## src/rtl/irqv_pkg.sv

```systemverilog
package irqv_pkg;

    localparam int DATA_W  = 16;
    localparam int NUM_SRC = 5;
    localparam int CODE_W  = $clog2(NUM_SRC + 1);

    localparam int BIT_ARB  = 0;
    localparam int BIT_NACK = 1;
    localparam int BIT_ACC  = 2;
    localparam int BIT_RX   = 3;
    localparam int BIT_TX   = 4;
    localparam int BIT_AZ   = 8;
    localparam int BIT_SLV  = 9;
    localparam int BIT_UDF  = 10;
    localparam int BIT_OVR  = 11;
    localparam int BIT_BUSY = 12;
    localparam int BIT_SB   = 15;

    localparam logic [DATA_W-1:0] LATCH_MASK = 16'h8F1F;

    typedef enum logic [1:0] {
        RA_ENABLE = 2'd0,
        RA_STATUS = 2'd1,
        RA_VECTOR = 2'd2,
        RA_SPARE  = 2'd3
    } reg_addr_e;

    typedef struct packed {
        logic              wr;
        logic              rd;
        reg_addr_e         addr;
        logic [DATA_W-1:0] data;
    } reg_req_t;

    function automatic logic [DATA_W-1:0] src_mask();
        logic [DATA_W-1:0] m;
        m = '0;
        for (int i = 0; i < NUM_SRC; i++) m[i] = 1'b1;
        return m;
    endfunction

endpackage

```

## src/rtl/irqv_flag_bank.sv

```systemverilog
module irqv_flag_bank
    import irqv_pkg::*;
#(
    parameter int                DW    = DATA_W,
    parameter logic [DW-1:0]     LMASK = LATCH_MASK,
    parameter int                BUSY  = BIT_BUSY
) (
    input  logic          clk,
    input  logic          rst,
    input  logic [DW-1:0] set_i,
    input  logic [DW-1:0] clr_i,
    input  logic          busy_i,
    output logic [DW-1:0] flags_o
);

    for (genvar i = 0; i < DW; i++) begin : g_bit
        if (LMASK[i]) begin : g_latch
            logic q;
            always_ff @(posedge clk) begin
                if (rst) q <= 1'b0;
                else     q <= set_i[i] | (q & ~clr_i[i]);
            end
            assign flags_o[i] = q;
        end else if (i == BUSY) begin : g_live
            assign flags_o[i] = busy_i;
        end else begin : g_zero
            assign flags_o[i] = 1'b0;
        end
    end

endmodule

```

## src/rtl/irqv_prio_enc.sv

```systemverilog
module irqv_prio_enc
    import irqv_pkg::*;
#(
    parameter int NS = NUM_SRC,
    parameter int CW = CODE_W
) (
    input  logic [NS-1:0] pend_i,
    output logic [CW-1:0] code_o,
    output logic [NS-1:0] sel_o
);

    always_comb begin
        code_o = '0;
        sel_o  = '0;
        for (int i = NS - 1; i >= 0; i--) begin
            if (pend_i[i]) begin
                code_o = CW'(i + 1);
                sel_o  = '0;
                sel_o[i] = 1'b1;
            end
        end
    end

endmodule

```

## src/rtl/irqv_regif.sv

```systemverilog
module irqv_regif
    import irqv_pkg::*;
#(
    parameter int DW = DATA_W,
    parameter int NS = NUM_SRC,
    parameter int CW = CODE_W
) (
    input  logic          clk,
    input  logic          rst,
    input  reg_req_t      req_i,
    input  logic [DW-1:0] stat_i,
    input  logic [CW-1:0] code_i,
    input  logic [NS-1:0] sel_i,
    output logic [NS-1:0] en_o,
    output logic [DW-1:0] clr_o,
    output logic [DW-1:0] rdata_o
);

    logic [NS-1:0] en_q;

    always_ff @(posedge clk) begin
        if (rst)                                     en_q <= '0;
        else if (req_i.wr && req_i.addr == RA_ENABLE) en_q <= req_i.data[NS-1:0];
    end

    always_comb begin
        clr_o = '0;
        if (req_i.wr && req_i.addr == RA_STATUS) clr_o = req_i.data;
        if (req_i.rd && req_i.addr == RA_VECTOR) clr_o[NS-1:0] = clr_o[NS-1:0] | sel_i;
    end

    always_comb begin
        unique case (req_i.addr)
            RA_ENABLE: rdata_o = DW'(en_q);
            RA_STATUS: rdata_o = stat_i;
            RA_VECTOR: rdata_o = DW'(code_i);
            default:   rdata_o = '0;
        endcase
    end

    assign en_o = en_q;

endmodule

```

## src/rtl/irq_vec_ctrl.sv

```systemverilog
module irq_vec_ctrl
    import irqv_pkg::*;
(
    input  logic                clk,
    input  logic                rst,
    input  logic                evt_arb_lost,
    input  logic                evt_no_ack,
    input  logic                evt_acc_rdy,
    input  logic                evt_rx_rdy,
    input  logic                evt_tx_rdy,
    input  logic                evt_rx_ovr,
    input  logic                evt_tx_udf,
    input  logic                evt_slv_addr,
    input  logic                evt_addr_zero,
    input  logic                evt_single_byte,
    input  logic                bus_busy,
    input  logic                reg_wr,
    input  logic                reg_rd,
    input  logic [1:0]          reg_addr,
    input  logic [DATA_W-1:0]   reg_wdata,
    output logic [DATA_W-1:0]   reg_rdata,
    output logic [DATA_W-1:0]   status_o,
    output logic [DATA_W-1:0]   enable_o,
    output logic [CODE_W-1:0]   vector_o,
    output logic                irq_o
);

    logic [DATA_W-1:0]  evt_word;
    logic [DATA_W-1:0]  clr_word;
    logic [NUM_SRC-1:0] en_bits;
    logic [NUM_SRC-1:0] pend;
    logic [NUM_SRC-1:0] sel;
    reg_req_t           req;

    always_comb begin
        evt_word           = '0;
        evt_word[BIT_ARB]  = evt_arb_lost;
        evt_word[BIT_NACK] = evt_no_ack;
        evt_word[BIT_ACC]  = evt_acc_rdy;
        evt_word[BIT_RX]   = evt_rx_rdy;
        evt_word[BIT_TX]   = evt_tx_rdy;
        evt_word[BIT_OVR]  = evt_rx_ovr;
        evt_word[BIT_UDF]  = evt_tx_udf;
        evt_word[BIT_SLV]  = evt_slv_addr;
        evt_word[BIT_AZ]   = evt_addr_zero;
        evt_word[BIT_SB]   = evt_single_byte;
    end

    assign req = '{wr: reg_wr, rd: reg_rd, addr: reg_addr_e'(reg_addr), data: reg_wdata};

    irqv_flag_bank #(.DW(DATA_W), .LMASK(LATCH_MASK), .BUSY(BIT_BUSY)) u_flags (
        .clk     (clk),
        .rst     (rst),
        .set_i   (evt_word),
        .clr_i   (clr_word),
        .busy_i  (bus_busy),
        .flags_o (status_o)
    );

    assign pend = status_o[NUM_SRC-1:0] & en_bits;

    irqv_prio_enc #(.NS(NUM_SRC), .CW(CODE_W)) u_prio (
        .pend_i (pend),
        .code_o (vector_o),
        .sel_o  (sel)
    );

    irqv_regif #(.DW(DATA_W), .NS(NUM_SRC), .CW(CODE_W)) u_regif (
        .clk     (clk),
        .rst     (rst),
        .req_i   (req),
        .stat_i  (status_o),
        .code_i  (vector_o),
        .sel_i   (sel),
        .en_o    (en_bits),
        .clr_o   (clr_word),
        .rdata_o (reg_rdata)
    );

    assign enable_o = DATA_W'(en_bits);
    assign irq_o    = |pend;

endmodule

```

## config.mk

```make
export PLATFORM = sky130hd
export DESIGN_NAME = irq_vec_ctrl
export DESIGN_NICKNAME = d
export VERILOG_FILES = /design/src/rtl/irqv_pkg.sv /design/src/rtl/irqv_flag_bank.sv /design/src/rtl/irqv_prio_enc.sv /design/src/rtl/irqv_regif.sv /design/src/rtl/irq_vec_ctrl.sv
export SDC_FILE = /design/constraint.sdc
export NUM_CORES = 1
export LEC_CHECK = 0
export BUFFER_PORTS_ARGS = -buffer_cell sky130_fd_sc_hd__buf_2
export CORE_ASPECT_RATIO = 2
export CORE_UTILIZATION = 30
export CTS_BUF_LIST = sky130_fd_sc_hd__clkbuf_8
export DETAILED_ROUTE_END_ITERATION = 8
export PLACE_DENSITY = 0.65
export SETUP_SLACK_MARGIN = 0.4
export SYNTH_ARGS = -nofsm -noshare
export SYNTH_HDL_FRONTEND = slang
export SYNTH_SLANG_ARGS = --single-unit
```

## constraint.sdc

```tcl
create_clock -name clk -period 1 [get_ports clk]
set_clock_uncertainty 0.05 [all_clocks]
set_input_delay 0.05 -clock clk [delete_from_list [all_inputs] [get_ports clk]]
set_output_delay 0.05 -clock clk [all_outputs]
set_load 0.02 [all_outputs]
```

==> reports/qor.csv, run 1 <==
metric,value,unit
portBuffers,57,
core.rowCount,31,
cp-end-kind,output pin,
grt.total_usage,19.7,%
fillers,312,
r2r-start,u_regif.en_o[1]$_SDFFE_PP0P_,
grt_overflow_total,0,
switching_power,0.658,mW
cts.clk_slew.worst_paths,0.07,ns
synth_cell_types,31,
slew_viol_final,0,
async_flop_share,0,%
setup_violations,18,
mappedNetlistArea,0.00112,sq mm
antenna_found_initial,0,
clk_path_buf_depth,2,
fin_area,0.00219,sq mm
drive_above_1_share,70.3,%
combPwrFrac,40.6,%
core,0.00361,sq mm
die_y,88.5,um
ant_nets,0,
fmax,0.723,GHz
clock-sinks,15,
mostFrequentLayoutCell,buf_6,
final_cell_mix,"buf_6, buf_2, buf_4",
vias,1293,
setup-tns-final,-3.46,ns
p_seq_share,34.3,%
fin_ws,-0.383,ns
multiInputGateArea,818,sq um
wire_per_inst,14.7,um
cts_root_buffer,clkbuf_8,
worst_ir_drop_vdd,0.810,mV
power,1.97,mW
hold_viol_final,5,
numCtsBuffers,3,
violations,"hold timing, setup timing",
start_kind,register,
crit_type,reg2out,
synth_enable_flop_cells,0,
netlist_instances,138,
whs,-0.0421,ns
grt_pass1_vias,1253,
yosys.area.top_type,dfxtp_1,
finalCritPeriodShare,138,%
start_util,31.1,%
grt_first_pass_wirelength,5.66,mm
ys_ff_latch,15,
drv_cap,0,
placed_cells,253,
die-area,0.00401,sq mm
syn-mean-instance-area,8.14,sq um
ys.flop_type,dfxtp_1,
fin_util,60.8,%
place_ws,-0.150,ns
grt_max_degree,16,
p_sw_share,33.5,%
yosysWarnings,0,
p_int,1.31,mW
die_x,45.3,um
gp_congestion,0.742,
ff_latch_area,337,sq um
io_pins,85,
cp.arrival,1.28,ns
ys_seq_area_share,26.7,%
stdcell_count,271,
n_antenna_cell,0,
status,"complete, but fails checks",
crit_fanout,4,
critPathLaunch,u_regif.en_o[1]$_SDFFE_PP0P_,
synthTopCellsByArea,"dfxtp_1, buf_4, nand4b_1",
place_area,0.00166,sq mm
min_period,1.38,ns
area_growth,95.2,%
place.detailed.hpwl,2.60,mm
drc,0,
vias_per_cell,4.77,
wl,3.98,mm
synth_top_area_share,26.7,%
fin_nets,256,
hp-start,evt_addr_zero,
p_leak,1.01,nW
initialDrtViolationCount,19,
rsz0062_at_grt,yes,
clkPwrFrac,25.1,%
hp-class,in2reg,
htreeDepth,1,
worstPathRequired,0.90,ns
pwr_density_cell,896,mW/mm^2
drt_first_pass_iters,4,
clock_latency,0.25,ns
cts_tree,yes,
flip-flops by register name, indices dropped and copies added (netlist names):
register                 flops
u_flags.g_bit.g_latch.q     10
u_regif.en_o                 5
power by group through the flow:
stage | Clock, mW | Sequential (mW) | Combinational (mW)
finish | 0.493 | 0.675 | 0.797
CTS | 0.506 | 0.672 | 0.730
detailed placement | 0 | 0.673 | 0.582
global route | 0.528 | 0.679 | 0.843
global placement | 0 | 0.671 | 0.580
floorplan | 0 | 0.688 | 0.433
worst max-delay path, cell delays in order (launching register included):
cell	delay (ns)
dfxtp_4	0.36
a22oi_2	0.20
nand2_2	0.11
o32ai_4	0.22
buf_6	0.15
final cells by class:
type                    count  share of cell area (%)
well taps                  49                    2.80
multi-input cells         102                    37.3
clock buffers               3                    1.88
inverters                   3                   0.513
repair buffers             98                    42.0
flip-flops and latches     15                    15.3
clock inverters             1                   0.171
cells in the mapped netlist (all sizes together) (2+ instances only):
cell type	count
buf	36
a311oi	3
nand4b	10
nand2	7
inv	3
nor2b	2
and2	8
a21oi	12
nor2	13
mux2i	8
nor3b	3
a32oi	2
clkbuf	2
dfxtp	15
final timing paths:
check | end | slack, ns | cells after the start
worst max register to register | u_flags.g_bit[4].g_latch.q$_SDFF_PP0_ | -0.23 | 5
worst max-delay path | reg_rdata[2] | -0.38 | 4
worst min-delay path | u_flags.g_bit[8].g_latch.q$_SDFF_PP0_ | -0.04 | 3
worst min register to register | u_flags.g_bit[9].g_latch.q$_SDFF_PP0_ | 0.45 | 2
repair_timing:
item | 4_1_cts | 5_1_grt
gates cloned | 0 | 0
endpoints found under the hold margin | 5 | 4
buffers inserted | 8 | 6
resized for setup | 88 | 24
endpoints found under the setup margin | 45 | 45
pin swaps | 16 | 14
routing by layer:
metal  share of wire (%)  track usage, %  vias to the layer above
li1                    -               -                      600
met1                  33            17.3                      616
met2                  59            39.8                       67
met3                 4.8            2.45                       10
met4                 2.7            10.2                        0
met5                   0               0                        -
cell families (layout without fill, tap and decap cells):
group	Yosys count	after routing	share of synthesized area (%)
other cells	1	21	0.334
compound gates	24	24	13.9
buf+inv	41	105	25.4
flops	15	15	26.7
simple gates	49	49	26.5
mux	8	8	7.13
(Power assumes the default switching activity.)
==> run 2, diff against run 1 <==
Settings changed: CAP_MARGIN from default to 40, RECOVER_POWER from default to 25, SKIP_CTS_REPAIR_TIMING from default to 1.
==> run 2 against run 1 <==
Compared with the run above: the flow still finishes with violations (hold timing, setup timing); register-to-register slack about the same; sequential cell count did not move; non-clock buffer count decreased by 8; final area decreased by 5.4%; die area stayed put; clock power barely moved; utilization decreased by 3.3 points; setup slack got worse by 0.0095 ns; critical path depth did not move; global-route usage fell by 2.5 points; sequential share of layout area up 0.69 points; power fell by 3.1%; largest power group unchanged.
==> reports/qor.csv, run 2 (synthesis results as in run 1) <==
metric,value,unit
status,"complete, but fails checks",
violations,"hold timing, setup timing",
grt_overflow_total,0,
rr_endpoint,u_flags.g_bit[4].g_latch.q$_SDFF_PP0_,
io_pins,85,
vias_per_cell,4.75,
path_buf_inv,1,
die_x,45.3,um
wl,3.84,mm
core,0.00361,sq mm
crit_type,reg2out,
hp-start,evt_addr_zero,
clock_latency,0.25,ns
cts_root_buffer,clkbuf_8,
htreeDepth,1,
numCtsBuffers,3,
hold_viol_final,5,
start_kind,register,
portBuffers,57,
drt_first_pass_iters,5,
p_leak,0.945,nW
switching_power,0.640,mW
drv_cap,0,
slew_viol_final,0,
initialDrtViolationCount,14,
r2r_cells,5,
n_antenna_cell,0,
worstPathRequired,0.90,ns
fin_area,0.00208,sq mm
r2r_slack,-0.22,ns
worst_ir_drop_vdd,0.822,mV
grt_first_pass_wirelength,4.95,mm
clkPwrFrac,25.9,%
critical_path.slowest_cell,dfxtp_4,
p_sw_share,33.6,%
whs,-0.0417,ns
hold_depth,3,
path_delay_family,compound AO/OA/AOI/OAI gates,
crit_fanout,4,
core.rowCount,31,
place_area,0.00166,sq mm
fin_ws,-0.392,ns
start_util,31.1,%
cts_tree,yes,
combPwrFrac,38.8,%
gp_congestion,0.742,
p_int,1.26,mW
pwr_density_cell,918,mW/mm^2
ff_latch_area,333,sq um
regMostFlops,u_flags.g_bit.g_latch.q,
largest_register_ffs,10,
drive_above_1_share,65.9,%
place.detailed.hpwl,2.60,mm
grt_pass1_vias,1090,
grt.total_usage,17.2,%
clock-sinks,15,
cp.arrival,1.29,ns
fmax,0.718,GHz
setup-tns-final,-2.98,ns
clk_path_buf_depth,2,
antenna_found_initial,0,
multiInputGateArea,807,sq um
ant_nets,0,
setup_violations,14,
drc,0,
worstPathCellList,"a22oi_2, nand2_2, o32ai_4, buf_6",
die_y,88.5,um
fin_nets,248,
power,1.90,mW
vias,1249,
finalCritPeriodShare,139,%
r2r-start,u_regif.en_o[1]$_SDFFE_PP0P_,
rsz0062_at_grt,yes,
fillers,336,
final_cell_mix,"buf_6, buf_4, buf_2",
grt_max_degree,16,
mostFrequentLayoutCell,buf_6,
min_period,1.39,ns
area_growth,84.7,%
cts.clk_slew.worst_paths,0.06,ns
wire_per_inst,14.6,um
cp-end-kind,output pin,
max_stage_delay,0.36,ns
die-area,0.00401,sq mm
hp-class,in2reg,
min_to,u_flags.g_bit[8].g_latch.q$_SDFF_PP0_,
p_seq_share,35.3,%
## run 2: how the worst max path moves through the flow
stage	from	end	slack [ns]	cells past startpoint
2_1_floorplan	u_regif.en_o[1]$_SDFFE_PP0P_	reg_rdata[2]	-0.10	3
3_3_place_gp	u_regif.en_o[4]$_SDFFE_PP0P_	reg_rdata[2]	-0.14	4
3_5_place_dp	u_flags.g_bit[1].g_latch.q$_SDFF_PP0_	u_flags.g_bit[4].g_latch.q$_SDFF_PP0_	-0.15	4
4_1_cts	u_regif.en_o[4]$_SDFFE_PP0P_	reg_rdata[2]	-0.42	4
5_1_grt	u_flags.g_bit[1].g_latch.q$_SDFF_PP0_	reg_rdata[2]	-0.43	4
6_report	u_regif.en_o[1]$_SDFFE_PP0P_	reg_rdata[2]	-0.39	4
## run 2: layout make-up
| cell class | count | area share, % |
|---|---|---|
| Timing Repair Buffer | 90 | 39.4 |
| Multi-Input combinational cell | 102 | 38.9 |
| Sequential cell | 15 | 16.0 |
| Tap cell | 49 | 2.95 |
| Clock buffer | 3 | 1.99 |
| Inverter | 3 | 0.542 |
| Clock inverter | 1 | 0.181 |
## run 2: through the flow
stage	instances	setup slack [ns]	utilization [%]
CTS	257	-0.425	47.3
global placement	253	-0.140	46.0
floorplan	158	-0.103	-
detailed placement	253	-0.150	46.0
finish	263	-0.392	57.5
global route	263	-0.427	57.5
## run 2: power groups by stage
| stage | logic (mW) | registers (mW) | clock network [mW] |
|---|---|---|---|
| after CTS | 0.585 | 0.660 | 0.506 |
| after detailed placement | 0.582 | 0.673 | 0 |
| final | 0.740 | 0.672 | 0.493 |
| after floorplan | 0.433 | 0.688 | 0 |
| after global routing | 0.785 | 0.677 | 0.530 |
| after global placement | 0.580 | 0.671 | 0 |
## run 2: worst reg2reg max path, delay by kind of cell, from the launching register on
family                 cells  cell delay, ns
and+or+nand+nor            1            0.16
DFF                        1            0.36
AOI/OAI and AO/OA          2            0.27
buffers and inverters      2            0.27
## run 2: metal layers
metal	part of all wire [%]	routed length, um	global-route usage [%]	up-vias
met5	0	0	0	-
met4	2.0	76	7.44	0
met3	5.7	218	2.65	7
met2	60	2330	33.6	67
met1	32	1220	16.4	591
li1	-	-	-	584
